<file path="src/rtl/bps_pkg.sv">
package bps_pkg;
  typedef enum logic [3:0] {
    S_IDLE, S_SETUP_W, S_SETUP_R, S_SETUP_E, S_CNT_W, S_DATA_W, S_CONF_W,
    S_PROG_W, S_PDAT_W, S_POLL_R, S_POLL_E, S_CLR_W, S_ARR_W, S_DONE
  } bps_state_t;

  localparam logic [2:0] OUT_OK   = 3'd0;
  localparam logic [2:0] OUT_FAIL = 3'd1;
  localparam logic [2:0] OUT_LOCK = 3'd2;
  localparam logic [2:0] OUT_SIZE = 3'd3;
  localparam logic [2:0] OUT_TIME = 3'd4;

  localparam logic [7:0] OP_BUF_SETUP = 8'hE8;
  localparam logic [7:0] OP_CONFIRM   = 8'hD0;
  localparam logic [7:0] OP_WORD_PROG = 8'h40;
  localparam logic [7:0] OP_CLR_STAT  = 8'h50;
  localparam logic [7:0] OP_READ_ARR  = 8'hFF;

  localparam int SB_READY = 7;
  localparam int SB_FAIL  = 4;
  localparam int SB_LOCK  = 1;

  // lock outranks program failure: a locked block raises both bits
  function automatic logic [2:0] status_outcome(input logic [7:0] sr);
    if (sr[SB_LOCK])      return OUT_LOCK;
    else if (sr[SB_FAIL]) return OUT_FAIL;
    else                  return OUT_OK;
  endfunction

  function automatic logic count_bad(input int unsigned n, input int unsigned lim);
    return (n == 0) || (n > lim);
  endfunction
endpackage

</file>
<file path="src/rtl/bps_pacer.sv">
module bps_pacer #(
  parameter int WAIT = 2
) (
  input  logic clk,
  input  logic rst_n,
  input  logic fire,
  output logic ready
);
  localparam int GW = $clog2(WAIT + 2);
  logic [GW-1:0] gap;

  always_ff @(posedge clk or negedge rst_n) begin
    if (!rst_n)          gap <= '0;
    else if (fire)       gap <= GW'(WAIT);
    else if (gap != '0)  gap <= gap - 1'b1;
  end

  assign ready = (gap == '0);
endmodule

</file>
<file path="src/rtl/bps_poll_guard.sv">
module bps_poll_guard #(
  parameter int MAX_POLLS = 1024
) (
  input  logic clk,
  input  logic rst_n,
  input  logic clear,
  input  logic miss,
  output logic expire
);
  localparam int PW = $clog2(MAX_POLLS + 1);
  logic [PW-1:0] misses;

  always_ff @(posedge clk or negedge rst_n) begin
    if (!rst_n)     misses <= '0;
    else if (clear) misses <= '0;
    else if (miss)  misses <= misses + 1'b1;
  end

  assign expire = miss && (misses == PW'(MAX_POLLS - 1));
endmodule

</file>
<file path="src/rtl/bps_status_decode.sv">
module bps_status_decode
  import bps_pkg::*;
(
  input  logic [7:0] sr,
  output logic       sr_ready,
  output logic [2:0] sr_code
);
  assign sr_ready = sr[SB_READY];
  assign sr_code  = status_outcome(sr);
endmodule

</file>
<file path="src/rtl/bufprog_seq.sv">
module bufprog_seq
  import bps_pkg::*;
#(
  parameter int AW        = 22,
  parameter int DW        = 16,
  parameter int MAX_WORDS = 32,
  parameter int WAIT      = 2,
  parameter int MAX_POLLS = 1024,
  parameter int CNTW      = $clog2(MAX_WORDS) + 1
) (
  input  logic            clk,
  input  logic            rst_n,
  input  logic            req_valid,
  input  logic            req_single,
  input  logic [AW-1:0]   req_addr,
  input  logic [CNTW-1:0] req_count,
  output logic [CNTW-1:0] src_idx,
  input  logic [DW-1:0]   src_data,
  output logic [AW-1:0]   fl_addr,
  output logic [DW-1:0]   fl_wdata,
  output logic            fl_we,
  output logic            fl_re,
  input  logic [DW-1:0]   fl_rdata,
  output logic            busy,
  output logic            done,
  output logic [2:0]      err_code,
  output logic            warn_slow
);
  localparam int ALB = $clog2(MAX_WORDS);

  bps_state_t      state;
  logic [AW-1:0]   start_q;
  logic [CNTW-1:0] count_q;
  logic [CNTW-1:0] idx_q;
  logic [2:0]      code_q;
  logic            warn_q;
  logic            data_q;

  // named internal events
  logic            acc, oversize, pace_ok, eval, miss, expire, guard_clr;
  logic            iss_we, iss_re;
  logic [AW-1:0]   iss_addr;
  logic [DW-1:0]   iss_data;
  logic            sr_ready;
  logic [2:0]      sr_code;
  logic            unused_hi;

  assign unused_hi = ^fl_rdata[DW-1:8];
  assign acc       = (state == S_IDLE) && req_valid;
  assign oversize  = !req_single && count_bad(int'(req_count), MAX_WORDS);
  assign eval      = pace_ok && ((state == S_SETUP_E) || (state == S_POLL_E));
  assign miss      = eval && !sr_ready;
  assign guard_clr = acc || (iss_we && ((state == S_CONF_W) || (state == S_PDAT_W)));

  bps_pacer #(.WAIT(WAIT)) u_pacer (
    .clk(clk), .rst_n(rst_n), .fire(iss_we || iss_re), .ready(pace_ok)
  );

  bps_poll_guard #(.MAX_POLLS(MAX_POLLS)) u_guard (
    .clk(clk), .rst_n(rst_n), .clear(guard_clr), .miss(miss), .expire(expire)
  );

  bps_status_decode u_dec (
    .sr(fl_rdata[7:0]), .sr_ready(sr_ready), .sr_code(sr_code)
  );

  always_comb begin
    iss_we   = 1'b0;
    iss_re   = 1'b0;
    iss_addr = start_q;
    iss_data = '0;
    if (pace_ok) begin
      case (state)
        S_SETUP_W: begin iss_we = 1'b1; iss_data = DW'(OP_BUF_SETUP); end
        S_SETUP_R, S_POLL_R: iss_re = 1'b1;
        S_CNT_W:   begin iss_we = 1'b1; iss_data = DW'(count_q - 1'b1); end
        S_DATA_W:  begin
          iss_we   = 1'b1;
          iss_addr = start_q + AW'(idx_q);
          iss_data = src_data;
        end
        S_CONF_W:  begin iss_we = 1'b1; iss_data = DW'(OP_CONFIRM); end
        S_PROG_W:  begin iss_we = 1'b1; iss_data = DW'(OP_WORD_PROG); end
        S_PDAT_W:  begin iss_we = 1'b1; iss_data = src_data; end
        S_CLR_W:   begin iss_we = 1'b1; iss_data = DW'(OP_CLR_STAT); end
        S_ARR_W:   begin iss_we = 1'b1; iss_data = DW'(OP_READ_ARR); end
        default: ;
      endcase
    end
  end

  always_ff @(posedge clk or negedge rst_n) begin
    if (!rst_n) begin
      state    <= S_IDLE;
      start_q  <= '0;
      count_q  <= '0;
      idx_q    <= '0;
      code_q   <= OUT_OK;
      warn_q   <= 1'b0;
      data_q   <= 1'b0;
      fl_we    <= 1'b0;
      fl_re    <= 1'b0;
      fl_addr  <= '0;
      fl_wdata <= '0;
    end else begin
      fl_we  <= iss_we;
      fl_re  <= iss_re;
      data_q <= iss_we && (state == S_DATA_W);
      if (iss_we || iss_re) begin
        fl_addr  <= iss_addr;
        fl_wdata <= iss_data;
      end
      case (state)
        S_IDLE: if (req_valid) begin
          start_q <= req_addr;
          count_q <= req_count;
          idx_q   <= '0;
          warn_q  <= !req_single && (req_addr[ALB-1:0] != '0);
          if (oversize) begin
            code_q <= OUT_SIZE;
            state  <= S_DONE;
          end else begin
            code_q <= OUT_OK;
            state  <= req_single ? S_PROG_W : S_SETUP_W;
          end
        end
        S_SETUP_W: if (iss_we) state <= S_SETUP_R;
        S_SETUP_R: if (iss_re) state <= S_SETUP_E;
        S_SETUP_E: if (eval) begin
          if (sr_ready) state <= S_CNT_W;
          else if (expire) begin code_q <= OUT_TIME; state <= S_DONE; end
          else state <= S_SETUP_W;
        end
        S_CNT_W:  if (iss_we) state <= S_DATA_W;
        S_DATA_W: if (iss_we) begin
          idx_q <= idx_q + 1'b1;
          if (idx_q == count_q - 1'b1) state <= S_CONF_W;
        end
        S_CONF_W: if (iss_we) state <= S_POLL_R;
        S_PROG_W: if (iss_we) state <= S_PDAT_W;
        S_PDAT_W: if (iss_we) state <= S_POLL_R;
        S_POLL_R: if (iss_re) state <= S_POLL_E;
        S_POLL_E: if (eval) begin
          if (sr_ready) begin code_q <= sr_code; state <= S_CLR_W; end
          else if (expire) begin code_q <= OUT_TIME; state <= S_DONE; end
          else state <= S_POLL_R;
        end
        S_CLR_W: if (iss_we) state <= (code_q == OUT_OK) ? S_ARR_W : S_DONE;
        S_ARR_W: if (iss_we) state <= S_DONE;
        S_DONE:  state <= S_IDLE;
        default: state <= S_IDLE;
      endcase
    end
  end

  assign src_idx   = idx_q;
  assign busy      = (state != S_IDLE);
  assign done      = (state == S_DONE);
  assign err_code  = code_q;
  assign warn_slow = warn_q;
endmodule

</file>
<file path="config.mk">
export PLATFORM = sky130hd
export DESIGN_NAME = bufprog_seq
export DESIGN_NICKNAME = d
export VERILOG_FILES = /design/src/rtl/bps_pkg.sv /design/src/rtl/bps_pacer.sv /design/src/rtl/bps_poll_guard.sv /design/src/rtl/bps_status_decode.sv /design/src/rtl/bufprog_seq.sv
export SDC_FILE = /design/constraint.sdc
export NUM_CORES = 1
export LEC_CHECK = 0
export ABC_AREA = 0
export BUFFER_PORTS_ARGS = -buffer_cell sky130_fd_sc_hd__buf_2
export CAP_MARGIN = 10
export CORE_ASPECT_RATIO = 0.5
export CORE_UTILIZATION = 40
export DETAILED_ROUTE_END_ITERATION = 6
export PLACE_DENSITY = 0.7
export SLEW_MARGIN = 10
export SYNTH_ARGS = -nofsm -noshare
export SYNTH_HDL_FRONTEND = slang
export SYNTH_SLANG_ARGS = --single-unit
export TNS_END_PERCENT = 50
</file>
<file path="constraint.sdc">
create_clock -name clk -period 5.6 [get_ports clk]
set_clock_uncertainty 0.05 [all_clocks]
set_input_delay 1.4 -clock clk [delete_from_list [all_inputs] [get_ports clk]]
set_output_delay 1.4 -clock clk [all_outputs]
set_load 0.02 [all_outputs]
</file>
==> results of run 1 <==
==> flip-flops by register name, indices dropped and copies added, names as in the netlist <==
signal,count
start_q,22
fl_re,1
count_q,6
fl_addr,22
warn_slow,1
src_idx,6
u_guard.misses,11
state,4
err_code,3
u_pacer.gap,2
fl_we,1
fl_wdata,16
==> synthesized netlist by cell type (4+ instances only) <==
| cell | n |
|---|---|
| nand2_1 | 108 |
| a211oi_1 | 4 |
| and2_1 | 4 |
| o21ai_0 | 53 |
| or3_1 | 10 |
| clkbuf_1 | 26 |
| a21oi_1 | 37 |
| xor2_1 | 16 |
| nor2_1 | 64 |
| a21o_1 | 4 |
| a31oi_1 | 21 |
| nand4_1 | 11 |
| nand3_1 | 22 |
| o31ai_1 | 8 |
| nor2b_1 | 7 |
| buf_2 | 5 |
| or4_1 | 5 |
| ha_1 | 10 |
| nor3_1 | 10 |
| o211ai_1 | 6 |
| inv_1 | 23 |
| xnor2_1 | 13 |
| nor3b_1 | 4 |
| dfrtp_1 | 95 |
==> final cells by class <==
type,instances,share of cell area (%)
clock buffers,11,3.89
clock inverters,3,0.341
inverters,23,1.39
multi-input cells,469,43.9
flip-flops and latches,95,38.1
well taps,170,3.41
repair buffers,108,8.95
==> final timing paths <==
| kind | start | end | slack, ns | depth (start not counted) |
|---|---|---|---|---|
| hold reg to reg | warn_slow | warn_slow | 0.43 | 2 |
| setup reg to reg | state[1] | state[3] | 2.66 | 5 |
| hold / removal | warn_slow | warn_slow | 0.43 | 2 |
| max in group asynchronous | rst_n | count_q[1] | 3.43 | 2 |
| setup / recovery | state[1] | busy | 2.29 | 3 |
| min in group asynchronous | rst_n | fl_wdata[14] | 1.08 | 1 |
==> kinds of logic (layout without fill, tap and decap cells) <==
group / count (synthesis) / in the layout / share of synthesized area [%]
xor+xnor: 32 / 32 / 6.03
fa+ha+maj: 11 / 11 / 2.72
buf+inv: 57 / 145 / 4.27
flops: 95 / 95 / 44.6
compound gates: 154 / 154 / 17.6
simple gates: 267 / 267 / 23.8
mux: 5 / 5 / 0.985
==> layer usage <==
layer / up-vias / share of wire, % / wire, um / track usage [%]
li1: 2349 / - / - / -
met1: 2276 / 47 / 6250 / 27.8
met2: 119 / 45 / 6000 / 30.5
met3: 14 / 6.5 / 863 / 5.27
met4: 0 / 1.1 / 150 / 4.63
met5: - / 0 / 0 / 0
==> critical path, delay by kind of cell, from the launching register on <==
kind / cells / cell delay (ns)
simple gates: 1 / 0.53
flops: 1 / 0.68
buf+inv: 2 / 0.31
==> stage by stage <==
step / power [mW] / utilization (%)
3_5_place_dp: 2.83 / 46.5
3_3_place_gp: 2.78 / 46.5
5_1_grt: 3.66 / 48.5
4_1_cts: 3.41 / 48.5
2_1_floorplan: 2.37 / -
6_report: 3.39 / 48.5
==> layout by cell type, fill, tap and decap left out, drive strengths merged, types with 4 or more instances in the layout <==
cell type and n:
o211ai 6, clkbuf 11, nand2 108, a21oi 37, o31ai 8, nor3 10
xnor2 13, dfrtp 95, a31oi 21, nor2b 7, nor3b 4, nand3 22
buf 108, or4 5, nand4 12, a211oi 4, xor2 16, or3 10
ha 10, and2 5, o21ai 56, a21o 4, nor2 64, inv 23
==> power groups by stage <==
stage                     logic, mW  registers (mW)  clock network (mW)
final                          1.63            1.20               0.565
after global routing           1.82            1.24               0.603
after CTS                      1.63            1.20               0.579
after detailed placement       1.63            1.21                   0
after global placement         1.59            1.19                   0
after floorplan                1.05            1.32                   0
==> results.py, run 1 <==
metrics = {
    "setup_path": {
        "path_cells": "nor4_1, inv_1, buf_2",
        "cpPeakStageDelay_ns": 0.68,
        "critPathSlowestCell": "dfrtp_1",
        "worstPathRequired_ns": 4.15,
        "path_class": "reg -> out",
        "cp_max_fo": 25,
        "start_kind": "register",
        "cp.arrival_ns": 1.86,
        "end_kind": "output port",
    },
    "sta": {
        "slew_violations": 0,
        "timing.slew.headroom_pct": 24.3,
        "rsz0062_at_grt": "no",
        "tightestPinTransition_ns": 1.14,
        "max_freq_mhz": 302,
        "finalCritPeriodShare_pct": 59.1,
        "setup_slack_ns": 2.29,
        "setup_viol_count_final": 0,
        "hold-worst-slack_ns": 0.428,
        "tns_ns": 0,
        "finalHoldViolCount": 0,
        "post-route-min-period_ns": 3.31,
    },
    "clock_tree": {
        "cts_tree": "done",
        "clock-sinks": 95,
        "hold_buffers": 0,
        "cts_resized": 0,
        "cts_setup_buffers": 0,
        "insertion_delay_ns": 0.34,
        "numCtsBuffers": 9,
        "path_clk_slew_ns": 0.06,
        "cts_buffer_depth": 2,
        "htree_levels": 3,
        "root_buffer": "clkbuf_16",
    },
    "floorplanning": {
        "die_area_um2": 13800,
        "core_area_um2": 12800,
        "die_h_um": 83.7,
        "die_w_um": 165,
        "fp-row-count": 29,
        "io_pins": 116,
        "start_util_pct": 41.5,
    },
    "detailed_routing": {
        "drt_iter0_markers": 283,
        "firstDrtPassIters": 7,
        "vias_per_cell": 5.41,
        "totalWireLength_um": 13300,
        "vias": 4758,
        "ant_nets": 0,
        "drc": 5,
        "wl_per_cell_um": 15.1,
    },
    "synthesis": {
        "synth_flop_cell": "dfrtp_1",
        "syn_area_um2": 5340,
        "ys_seq_area_share_pct": 44.6,
        "synth_area_leader_cell": "dfrtp_1",
        "synth.distinct_cells": 57,
        "synthArstFlopShare_pct": 100,
        "synthTopCellsByArea": "dfrtp_1 45%, nand2_1 7.6%, o21ai_0 5.0%, nor2_1 4.5%, a21oi_1 3.5%",
        "syn_inst": 621,
        "yosysWarnings": 0,
        "synth_area_per_cell_um2": 8.59,
        "ys_ff_latch": 95,
        "syn-num-nets": 696,
        "synth-edff-count": 0,
        "synth_top_area_share_pct": 44.6,
    },
    "power_and_ir_drop": {
        "ir_drop_mv": 0.214,
        "combPwrFrac_pct": 48.0,
        "leakage_nw": 2.89,
        "pwr-share-seq_pct": 35.3,
        "switchingPower_mw": 1.52,
        "clock_power_share_pct": 16.7,
        "intPower_mw": 1.87,
        "power.density_nw_per_um2": 544,
        "swShare_pct": 44.9,
    },
    "grt": {
        "antenna_found_initial": 0,
        "grt_max_degree": 61,
        "grt-ovfl-total": 0,
        "grt_pass1_wl_um": 21800,
        "grt_pass1_vias": 4444,
        "grt_usage_pct": 19.9,
    },
    "layout": {
        "drive_gt1_share_pct": 18.5,
        "stdcell_area_um2": 6230,
        "register_area_um2": 2380,
        "multiInputGateArea_um2": 2730,
        "final_cells": 879,
        "n_antenna_cell": 0,
        "nets": 781,
        "fillCellCount": 1280,
        "areaGrowthSynthToFinish_pct": 16.8,
    },
    "placed_design": {
        "post-place-ws_ns": 2.33,
        "placed_area_um2": 5970,
        "io_buffers": 102,
        "dp_cells": 865,
        "dpl.hpwl_um": 9290,
        "gp_congestion": 0.838,
    },
    "run_status": {
        "outcome": "finished with violations",
        "violations": "design-rule violations",
    },
    "hold_path": {
        "min_path_type": "reg -> reg",
    },
    "job": {
        "maxCapViolations": 0,
    },
}
No activity file was read; power rests on OpenSTA's default activity.
==> run 2, diff against run 1 <==
==> constraint.sdc (replaced) <==
create_clock -name clk -period 3.1 [get_ports clk]
set_clock_uncertainty 0.05 [all_clocks]
set_input_delay 0.775 -clock clk [delete_from_list [all_inputs] [get_ports clk]]
set_output_delay 0.775 -clock clk [all_outputs]
set_load 0.02 [all_outputs]
==> results.py, run 2 (synthesis gave the netlist of run 1 again) <==
metrics = {
    "run_status": {
        "outcome": "finished with violations",
        "violations": "design-rule violations",
    },
    "clock_tree": {
        "cts_buffer_depth": 2,
        "path_clk_slew_ns": 0.07,
        "cts_resized": 0,
        "clock-sinks": 95,
        "cts_tree": "done",
        "insertion_delay_ns": 0.35,
        "cts_setup_buffers": 0,
        "numCtsBuffers": 9,
        "htree_levels": 3,
        "root_buffer": "clkbuf_16",
        "hold_buffers": 0,
    },
    "power_and_ir_drop": {
        "leakage_nw": 2.98,
        "power.density_nw_per_um2": 993,
        "ir_drop_mv": 0.419,
        "power_mw": 6.34,
    },
    "sta": {
        "max_freq_mhz": 365,
        "timing.slew.headroom_pct": 52.5,
        "finalCritPeriodShare_pct": 88.4,
        "slew_violations": 0,
        "tns_ns": 0,
        "hold-worst-slack_ns": 0.334,
        "finalHoldViolCount": 0,
        "tightestPinTransition_ns": 0.711,
        "post-route-min-period_ns": 2.74,
        "setup_viol_count_final": 0,
        "rsz0062_at_grt": "no",
    },
    "setup_path": {
        "start_kind": "register",
        "cp_max_fo": 16,
        "crit_end": "done",
        "rr_endpoint": "fl_addr[18]",
        "r2r_setup_slack_ns": 0.54,
        "cp.arrival_ns": 1.91,
        "end_kind": "output port",
        "worstPathRequired_ns": 2.27,
        "rr_startpoint": "src_idx[0]",
        "r2r_cells": 7,
        "critPathLaunch": "state[3]",
        "path_class": "reg -> out",
    },
    "placed_design": {
        "io_buffers": 102,
        "dp_cells": 879,
        "dpl.hpwl_um": 9690,
        "gp_congestion": 0.821,
    },
    "floorplanning": {
        "die_h_um": 83.7,
        "die_area_um2": 13800,
        "fp-row-count": 29,
        "start_util_pct": 41.5,
        "core_area_um2": 12800,
        "io_pins": 116,
        "die_w_um": 165,
    },
    "detailed_routing": {
        "drt_iter0_markers": 277,
        "wl_per_cell_um": 15.1,
        "ant_nets": 0,
        "firstDrtPassIters": 7,
        "totalWireLength_um": 13500,
        "vias_per_cell": 5.33,
        "drc": 5,
        "vias": 4762,
    },
    "layout": {
        "areaGrowthSynthToFinish_pct": 19.6,
        "top_regs": "fl_addr: 22 flops, start_q: 22 flops, fl_wdata: 16 flops",
        "fin_util_pct": 49.7,
        "final_cells": 894,
        "drive_gt1_share_pct": 20.3,
        "layout_commonest_cell": "nand2_1",
        "nets": 795,
        "n_antenna_cell": 0,
        "final_cell_mix": "108 x nand2_1, 101 x buf_2, 95 x dfrtp_1",
    },
    "grt": {
        "antenna_found_initial": 0,
        "grt-ovfl-total": 0,
        "grt_pass1_wl_um": 22700,
        "grt_pass1_vias": 4576,
        "grt_max_degree": 38,
        "grt_usage_pct": 20.8,
    },
    "job": {
        "maxCapViolations": 0,
    },
    "hold_path": {
        "min_path_type": "in -> async",
    },
}
run 2: cell count changes in the layout (fill, tap and decap cells not counted):
cell      delta
clkinv_4     +1
buf_4       +12
clkinv_2     -1
clkbuf_1     -1
buf_12       +2
inv_6        +2
run 2: per-stage QoR:
stage          area [um^2]  setup slack [ns]
5_1_grt               6380             0.291
6_report              6380             0.360
3_3_place_gp          6100             0.525
4_1_cts               6380             0.376
3_5_place_dp          6100             0.518
2_1_floorplan         5340             0.495
run 2: worst max-delay path, stage by stage, from the launching register on:
cell	delay, ns
dfrtp_1	0.69
inv_1	0.30
nor4_1	0.34
buf_2	0.23
run 2: worst min path at each step:
stage | startpoint | end | slack [ns] | depth (start not counted)
final | rst_n | fl_wdata[11] | 0.33 | 1
after global routing | rst_n | fl_wdata[3] | 0.37 | 1
after CTS | rst_n | fl_wdata[11] | 0.35 | 1
after detailed placement | warn_slow | warn_slow | 0.42 | 2
after global placement | warn_slow | warn_slow | 0.41 | 2
after floorplan | u_pacer.gap[0] | u_pacer.gap[0] | 0.40 | 1
run 2: routing by layer:
| metal | track usage (%) | share of wire (%) | vias to the layer above |
|---|---|---|---|
| met2 | 32.8 | 46 | 115 |
| li1 | - | - | 2369 |
| met5 | 0 | 0 | - |
| met1 | 28.2 | 47 | 2263 |
| met3 | 5.51 | 5.8 | 15 |
| met4 | 5.29 | 1.2 | 0 |
run 2: power breakdown:
group	switching (mW)	internal (mW)	total, mW
logic	1.85	1.21	3.06
registers	0.479	1.73	2.21
clock network	0.504	0.570	1.07
run 2: cell type report:
class / instances / area, um^2
clock buffer: 10 / 239
clock inverter: 5 / 42.5
fill: 1234 / 6460
inverter: 23 / 86.3
multi-input combinational: 469 / 2730
sequential: 95 / 2380
tap: 170 / 213
timing repair buffer: 122 / 688
